**src/rtl/cart_bank_pkg.sv**
```systemverilog
package cart_bank_pkg;

  typedef enum logic [1:0] {
    FLAV_NONE = 2'b00,
    FLAV_A    = 2'b01,
    FLAV_B    = 2'b10,
    FLAV_RSVD = 2'b11
  } flavour_e;

  typedef struct packed {
    logic gate_wr;
    logic rom_wr;
    logic ram_wr;
  } ctl_strobe_t;

  localparam logic [7:0] GATE_OPEN  = 8'h0A;
  localparam logic [7:0] GATE_CLOSE = 8'h00;

endpackage

```
**src/rtl/cart_wr_decode.sv**
```systemverilog
module cart_wr_decode
  import cart_bank_pkg::*;
#(
  parameter int ADDR_W = 16
) (
  input  logic              wr_en,
  input  logic [ADDR_W-1:0] wr_addr,
  input  logic [1:0]        mode,
  output ctl_strobe_t       strobe
);
  localparam int SEL_W = 3;

  logic [SEL_W-1:0] sel;
  logic             flav_on;
  logic             flav_b;
  logic             low_half;

  assign sel      = wr_addr[ADDR_W-1 -: SEL_W];
  assign low_half = ~sel[SEL_W-1];
  assign flav_on  = (mode == FLAV_A) || (mode == FLAV_B);
  assign flav_b   = (mode == FLAV_B);

  always_comb begin
    strobe = '0;
    if (wr_en && flav_on && low_half) begin
      unique case (sel[SEL_W-2:0])
        2'd0: strobe.gate_wr = 1'b1;
        2'd1: strobe.rom_wr  = 1'b1;
        2'd2: strobe.ram_wr  = flav_b;
        default: ;
      endcase
    end
  end
endmodule

```
**src/rtl/cart_rom_bank_calc.sv**
```systemverilog
module cart_rom_bank_calc
  import cart_bank_pkg::*;
#(
  parameter int DATA_W  = 8,
  parameter int BANK_W  = 7,
  parameter int LOW_A_W = 5,
  parameter int COUNT_W = BANK_W + 1
) (
  input  logic [1:0]         mode,
  input  logic [DATA_W-1:0]  wr_data,
  input  logic [BANK_W-1:0]  cur_bank,
  input  logic [COUNT_W-1:0] rom_banks,
  output logic [BANK_W-1:0]  next_bank,
  output logic               legal
);
  localparam int HI_A_W = BANK_W - LOW_A_W;

  logic [LOW_A_W-1:0] low_a;
  logic [BANK_W-1:0]  cand_a;
  logic [BANK_W-1:0]  cand_b;
  logic [COUNT_W-1:0] cand_ext;

  always_comb begin
    low_a = wr_data[LOW_A_W-1:0];
    if (low_a == '0) low_a = LOW_A_W'(1);
    cand_a = {cur_bank[BANK_W-1 -: HI_A_W], low_a};
    cand_b = wr_data[BANK_W-1:0];
    if (cand_b == '0) cand_b = BANK_W'(1);
  end

  assign next_bank = (mode == FLAV_A) ? cand_a : cand_b;
  assign cand_ext  = COUNT_W'(next_bank);
  assign legal     = cand_ext < rom_banks;
endmodule

```
**src/rtl/cart_bank_regs.sv**
```systemverilog
module cart_bank_regs
  import cart_bank_pkg::*;
#(
  parameter int DATA_W     = 8,
  parameter int BANK_W     = 7,
  parameter int RAM_BANK_W = 2
) (
  input  logic                  clk,
  input  logic                  rst,
  input  ctl_strobe_t           strobe,
  input  logic [DATA_W-1:0]     wr_data,
  input  logic [BANK_W-1:0]     next_bank,
  input  logic                  legal,
  output logic [BANK_W-1:0]     rom_bank,
  output logic [RAM_BANK_W-1:0] ram_bank,
  output logic                  ram_en
);
  localparam int RAM_BANKS = 1 << RAM_BANK_W;

  always_ff @(posedge clk) begin
    if (rst) begin
      rom_bank <= BANK_W'(1);
      ram_bank <= '0;
      ram_en   <= 1'b0;
    end else begin
      if (strobe.gate_wr) begin
        if (wr_data == GATE_OPEN)       ram_en <= 1'b1;
        else if (wr_data == GATE_CLOSE) ram_en <= 1'b0;
      end
      if (strobe.rom_wr && legal) rom_bank <= next_bank;
      if (strobe.ram_wr && (int'(wr_data) < RAM_BANKS))
        ram_bank <= wr_data[RAM_BANK_W-1:0];
    end
  end
endmodule

```
**src/rtl/cart_bank_ctrl.sv**
```systemverilog
module cart_bank_ctrl
  import cart_bank_pkg::*;
#(
  parameter int ADDR_W     = 16,
  parameter int DATA_W     = 8,
  parameter int BANK_W     = 7,
  parameter int LOW_A_W    = 5,
  parameter int RAM_BANK_W = 2,
  parameter int COUNT_W    = BANK_W + 1
) (
  input  logic                  clk,
  input  logic                  rst,
  input  logic                  wr_en,
  input  logic [ADDR_W-1:0]     wr_addr,
  input  logic [DATA_W-1:0]     wr_data,
  input  logic [1:0]            mode,
  input  logic [COUNT_W-1:0]    rom_banks,
  output logic [BANK_W-1:0]     rom_bank,
  output logic [RAM_BANK_W-1:0] ram_bank,
  output logic                  ram_en
);
  ctl_strobe_t       strobe;
  logic [BANK_W-1:0] next_bank;
  logic              legal;

  cart_wr_decode #(.ADDR_W(ADDR_W)) dec_i (
    .wr_en   (wr_en),
    .wr_addr (wr_addr),
    .mode    (mode),
    .strobe  (strobe)
  );

  cart_rom_bank_calc #(
    .DATA_W (DATA_W), .BANK_W (BANK_W), .LOW_A_W (LOW_A_W), .COUNT_W (COUNT_W)
  ) calc_i (
    .mode      (mode),
    .wr_data   (wr_data),
    .cur_bank  (rom_bank),
    .rom_banks (rom_banks),
    .next_bank (next_bank),
    .legal     (legal)
  );

  cart_bank_regs #(
    .DATA_W (DATA_W), .BANK_W (BANK_W), .RAM_BANK_W (RAM_BANK_W)
  ) regs_i (
    .clk       (clk),
    .rst       (rst),
    .strobe    (strobe),
    .wr_data   (wr_data),
    .next_bank (next_bank),
    .legal     (legal),
    .rom_bank  (rom_bank),
    .ram_bank  (ram_bank),
    .ram_en    (ram_en)
  );
endmodule

```
**config.mk**
```make
export PLATFORM = sky130hd
export DESIGN_NAME = cart_bank_ctrl
export DESIGN_NICKNAME = d
export VERILOG_FILES = /design/src/rtl/cart_bank_pkg.sv /design/src/rtl/cart_wr_decode.sv /design/src/rtl/cart_rom_bank_calc.sv /design/src/rtl/cart_bank_regs.sv /design/src/rtl/cart_bank_ctrl.sv
export SDC_FILE = /design/constraint.sdc
export NUM_CORES = 1
export LEC_CHECK = 0
export ABC_AREA = 1
export BUFFER_PORTS_ARGS = -buffer_cell sky130_fd_sc_hd__buf_2
export CORE_ASPECT_RATIO = 1.25
export CORE_UTILIZATION = 34
export DETAILED_ROUTE_END_ITERATION = 10
export PLACE_DENSITY = 0.69
export SKIP_LAST_GASP = 1
export SYNTH_ARGS = -nofsm -noshare
export SYNTH_HDL_FRONTEND = slang
export SYNTH_SLANG_ARGS = --single-unit
```
**constraint.sdc**
```tcl
create_clock -name clk -period 3.75 [get_ports clk]
set_input_delay 0.75 -clock clk [delete_from_list [all_inputs] [get_ports clk]]
set_output_delay 0.75 -clock clk [all_outputs]
set_load 0.01 [all_outputs]
```
## Word-level counts from Yosys, hierarchy flattened

Index checks and enable logic that the tools add are counted.

| storage, ports and cells | value |
|---|---|
| word-level logic and storage cells | 31 |
| flip-flop bits (word level) | 10 |
| output and inout port bits | 10 |

| cells by class | value |
|---|---|
| reduce and logical (&&, ||, !) cells | 11 |
| muxes and demuxes | 9 |
| $lt $le $gt $ge | 2 |
| bitwise logic cells | 1 |
| equal/unequal tests | 5 |

Operator list:

| kind | number |
|---|---|
| 2-to-1 mux 7 bit | 2 |
| equality test 8 x 4 -> 1 bit, second input constant | 1 |
| logical NOT 8 bit | 1 |
| less-than comparator 7 x 8 -> 1 bit | 1 |
| less-than comparator 8 x 3 -> 1 bit, second input constant | 1 |
| logical NOT 7 bit | 1 |
| logical NOT 5 bit | 1 |
| 2-to-1 mux 1 bit | 5 |
| 2-to-1 mux 5 bit | 1 |
| equality test 2 x 1 -> 1 bit, second input constant | 2 |
| equality test 2 bit, second input constant | 2 |
| logical AND 1 bit | 4 |
| 2-to-1 mux 3 bit | 1 |
| logical NOT 2 bit | 1 |
| AND reduction 2 bit | 1 |
| nonzero test 2 bit | 1 |
| logical OR 1 bit | 1 |
| NOT 1 bit | 1 |

## Longest topological paths before layout

| depth | value |
|---|---|
| word-level depth | 6 |
| gate-level depth with buffers | 14 |
| depth with buffers taken out | 14 |

## By module

Synthesis repeated with hierarchy kept, for this count alone.

| unflattened totals | value |
|---|---|
| cell total of the unflattened synthesis | 128 |
| area total of the unflattened synthesis | 765.7 um^2 |

By module, submodules not included:

| module | instances | cells each | area an instance (um^2) |
|---|---|---|---|
| cart_bank_regs | 1 | 61 | 427.9 |
| cart_rom_bank_calc | 1 | 54 | 272.8 |
| cart_wr_decode | 1 | 13 | 65.1 |

## Worst setup path before layout

OpenSTA, ideal clock, no wires.

| path | value |
|---|---|
| kind | input -> register |
| start point | input port mode[1] |
| end point | register regs_i.rom_bank[5] |
| stages on the path | 13 |
| data required time | 3.636 ns |
| arrival time | 2.251 ns |
| path slack | 1.385 ns |
| cell sequence | inv_1 -> ha_1 -> nor2_1 -> a21oi_1 -> ha_1 -> nand2_2 -> inv_1 -> nand2_1 -> nand4_2 -> a31oi_4 -> nand2_4 -> nor2_1 -> nor2_2 |

RTL lines:

| element | RTL line | RTL |
|---|---|---|
| start: declaration | cart_bank_ctrl.sv:16 | `input logic [1:0] mode,` |
| equality test 2 x 1 -> 1 bit | cart_rom_bank_calc.sv:31 | `assign next_bank = (mode == FLAV_A) ? cand_a : cand_b;` |
| 2-to-1 mux 7 bit | cart_rom_bank_calc.sv:31 |  |
| via calc_i.next_bank[6] | cart_rom_bank_calc.sv:13 | `output logic [BANK_W-1:0] next_bank,` |
| less-than comparator 7 x 8 -> 1 bit | cart_rom_bank_calc.sv:33 | `assign legal = cand_ext < rom_banks;` |
| logical AND 1 bit | cart_bank_regs.sv:30 | `if (strobe.rom_wr && legal) rom_bank <= next_bank;` |
| end signal: assignment | cart_bank_regs.sv:30 |  |
| end: declaration | cart_bank_regs.sv:14 | `output logic [BANK_W-1:0] rom_bank,` |

The timed path passes the listed nets, and every way through them passes these cells.
A chain may end at the register's enable or synchronous reset.

## Final worst setup path

| path | value |
|---|---|
| start point | input port mode[1] |
| end point | register regs_i.rom_bank[6] |

RTL lines:

| element | RTL line |
|---|---|
| equality test 2 x 1 -> 1 bit * | cart_rom_bank_calc.sv:31 |
| 2-to-1 mux 7 bit * | cart_rom_bank_calc.sv:31 |
| via calc_i.next_bank[6] | cart_rom_bank_calc.sv:13 |
| less-than comparator 7 x 8 -> 1 bit | cart_rom_bank_calc.sv:33 |
| logical AND 1 bit | cart_bank_regs.sv:30 |

Mark *: on every way through the listed nets, which the timed path passes. The rest lies on a longest branch.

==> flow_summary_export.csv <==
group,metric,value,unit
worst_hold_path,hold_class,"reg -> reg",
critical_path,crit_fanout,10,
logic_synthesis,synth_xor_area_frac,0,
route,highest_layer,"met4",
critical_path,max_stage_delay,0.34,ns
logic_synthesis,synth-simple-area-share,0.3635,
route,drc,0,
die,core.rowCount,19,
power,p_per_area,244.5,nW/µm²
logic_synthesis,netlist_area,802.0,µm²
route,wl_met2,843,µm
final_layout,drive_gt1_frac,0.3514,
logic_synthesis,yosysSeqAreaShare,0.2496,
route,drtPass1Iterations,4,
final_layout,n_antenna_cell,0,
logic_synthesis,synth_top_family_by_area,"simple AND/OR/NAND/NOR gates",
die,die_x,45.44,µm
clocking,path_clk_slew,0.06,ns
sta,rsz0062_at_grt,"false",
clocking,clkSinkCount,10,
clocking,cts_tree,"done",
route,wl,1.720,mm
critical_path,worstPathArrival,2.58,ns
sta,layout_min_cycle_time,2.412,ns
clocking,cts_made_buffers,3,
die,die_h,56.30,µm
critical_path,path_cells,"buf_2 -> inv_1 -> ha_1 -> nor2_1 -> a21oi_1 -> ha_1 -> nand2_2 -> inv_1 -> nand2_1 -> nand4_2 -> a31oi_4 -> nand2_4 -> nor2_1 -> nor2_2",
route,post_drt_wl_per_cell,9.609,µm
logic_synthesis,syn_area_per_cell,6.914,µm²
global_route,gr-total-overflow,0,
global_route,grt_pass1_vias,744,
sta,setup_viol,0,
sta,hold_viol,0,
route,avgViaCountPerCell,4.441,
clocking,insertion_delay,0.27,ns
sta,setup-tns-final,0,ns
sta,tightest_slew,0.4087,ns
critical_path,critPathTopFamily,"simple AND/OR/NAND/NOR gates",
logic_synthesis,ys_seq_elements,10,
final_layout,final_cell_area,1007,µm²
route,vias,795,
critical_path,worstSetupPathType,"in -> reg",
logic_synthesis,syn_inst,116,
clocking,post_cts.repair.setup_buffers,0,
clocking,root_buffer,"clkbuf_4",
die,pin_count,47,
critical_path,end_kind,"flip-flop",
die,dieArea,2558,µm²
sta,slew_headroom,0.7254,
logic_synthesis,ys_warn_count,0,
sta,slew_viol_final,0,
power,leakage,0.5585,nW
critical_path,cp.buffers_inverters,3,
logic_synthesis,synth_cell_type_count,23,
die,start_util,0.3628,
global_route,antenna_found_initial,0,
route,drtAntennaViolNets,0,
final_layout,final_cell_mix,"33 x buf_2, 22 x nand2_1, 18 x inv_1",
critical_path,critPathLaunchType,"input port",
final_layout,layout-area-overhead-vs-synth,25.59,%
die,coreArea,2211,µm²
placement,place_area,984.7,µm²
final_layout,final_common_cell,"buf_2",
route,drtIter0Drc,23,
route,met1_length,755,µm
sta,fmax,414.7,MHz
job,cap_violations,0,
placement,gp_congestion,0.7151,
clocking,htreeDepth,1,
sta,period_share,0.6431,
outcome,outcome,"finished, final reports clean",
critical_path,slowest_stage,"a31oi_4",
logic_synthesis,synth_fa_ha_area_frac,0.1248,
clocking,cts_buffer_depth,2,
route,route.met3.wl,101,µm
final_layout,nets,195,
placement,place_hpwl,1.421,mm
clocking,ctsResizeCount,0,
critical_path,cp.required,3.92,ns
logic_synthesis,synthMuxAreaShare,0,
global_route,track_usage,0.1560,
sta,finClkSkew,0.002011,ns
global_route,grt_max_degree,11,
logic_synthesis,synth_compound_area_frac,0.1154,
clocking,holdBufCountCts,0,
global_route,grt_pass1_wl,2.918,mm
placement,portBuffers,33,
power,ir_drop,238.3,µV
logic_synthesis,syn_nets,161,
cell families (layout without fill, tap and decap cells):
logic type | after synthesis | after routing
AOI/OAI and AO/OA | 14 | 14
adders and majority gates | 8 | 8
buffers and inverters | 26 | 58
DFF | 10 | 10
and+or+nand+nor | 58 | 58
power breakdown:
part	switching (W)	internal [W]	total, W
Sequential	0.000000860	0.000108	0.000109
Clock	0.0000368	0.0000371	0.0000739
Combinational	0.0000354	0.0000282	0.0000636
Total	0.0000730	0.000173	0.000246
sequential cells by signal, indices dropped and copies added, names as in the netlist:
name and count:
regs_i.ram_en 1, regs_i.rom_bank 7, regs_i.ram_bank 2
cell type report:
cell class / count / area [µm²]
clock buffers: 3 / 22.52
fillers: 241 / 1204
well taps: 31 / 38.79
inverters: 22 / 96.34
multi-input cells: 80 / 484.2
repair buffers: 33 / 165.2
flip-flops and latches: 10 / 200.2
Yosys cell counts:
| cell | instances | area (µm²) |
|---|---|---|
| nor3_4 | 1 | 16.27 |
| nand4_1 | 2 | 12.51 |
| ha_1 | 8 | 100.1 |
| inv_1 | 18 | 67.56 |
| clkbuf_1 | 3 | 11.26 |
| clkinv_1 | 1 | 3.750 |
| nor2_1 | 13 | 48.80 |
| a21oi_1 | 10 | 50.05 |
| o21ai_0 | 2 | 10.01 |
| nand3b_1 | 1 | 7.510 |
| nand3_1 | 6 | 30.03 |
| nor2_2 | 5 | 31.28 |
| o21bai_2 | 1 | 11.26 |
| a31oi_4 | 1 | 21.27 |
| inv_2 | 2 | 7.510 |
| nand2_1 | 22 | 82.58 |
| nand2_4 | 2 | 22.52 |
| nor3_1 | 3 | 15.01 |
| dlygate4sd3_1 | 1 | 10.01 |
| nand4_2 | 1 | 12.51 |
| nand2_2 | 2 | 12.51 |
| bufinv_8 | 1 | 17.52 |
| dfxtp_1 | 10 | 200.2 |
layer usage:
layer | GRT usage | up-vias
met2 | 0.2531 | 25
met4 | 0.06061 | 0
met5 | 0 | -
met3 | 0.06431 | 2
li1 | - | 430
met1 | 0.1743 | 338
final timing paths:
check                                       start                              end  slack (ns)  cells past startpoint
setup / recovery                          mode[1]  regs_i.rom_bank[6]$_SDFFE_PP0P_        1.34                     14
hold / removal         regs_i.ram_en$_SDFFE_PP0P_       regs_i.ram_en$_SDFFE_PP0P_        0.47                      2
setup reg to reg  regs_i.rom_bank[6]$_SDFFE_PP0P_  regs_i.rom_bank[6]$_SDFFE_PP0P_        1.88                     11
hold reg to reg        regs_i.ram_en$_SDFFE_PP0P_       regs_i.ram_en$_SDFFE_PP0P_        0.47                      2
tightest hold or removal path: stages, from the launching register on:
cell     delay, ns
dfxtp_1       0.31
nand2_1       0.06
a21oi_1       0.05
metrics by stage:
step	setup slack, ns	hold slack (ns)	instances	utilization	power (W)
after CTS	1.326	0.4685	179	0.4556	0.0002500
after global routing	1.136	0.4995	179	0.4556	0.0002643
after floorplan	1.385	0.4812	116	-	0.0001532
after global placement	1.078	0.4555	176	0.4454	0.0001731
after detailed placement	1.056	0.4588	176	0.4454	0.0001754
final	1.338	0.4672	179	0.4556	0.0002463
Power figures use the tool's default switching activity.
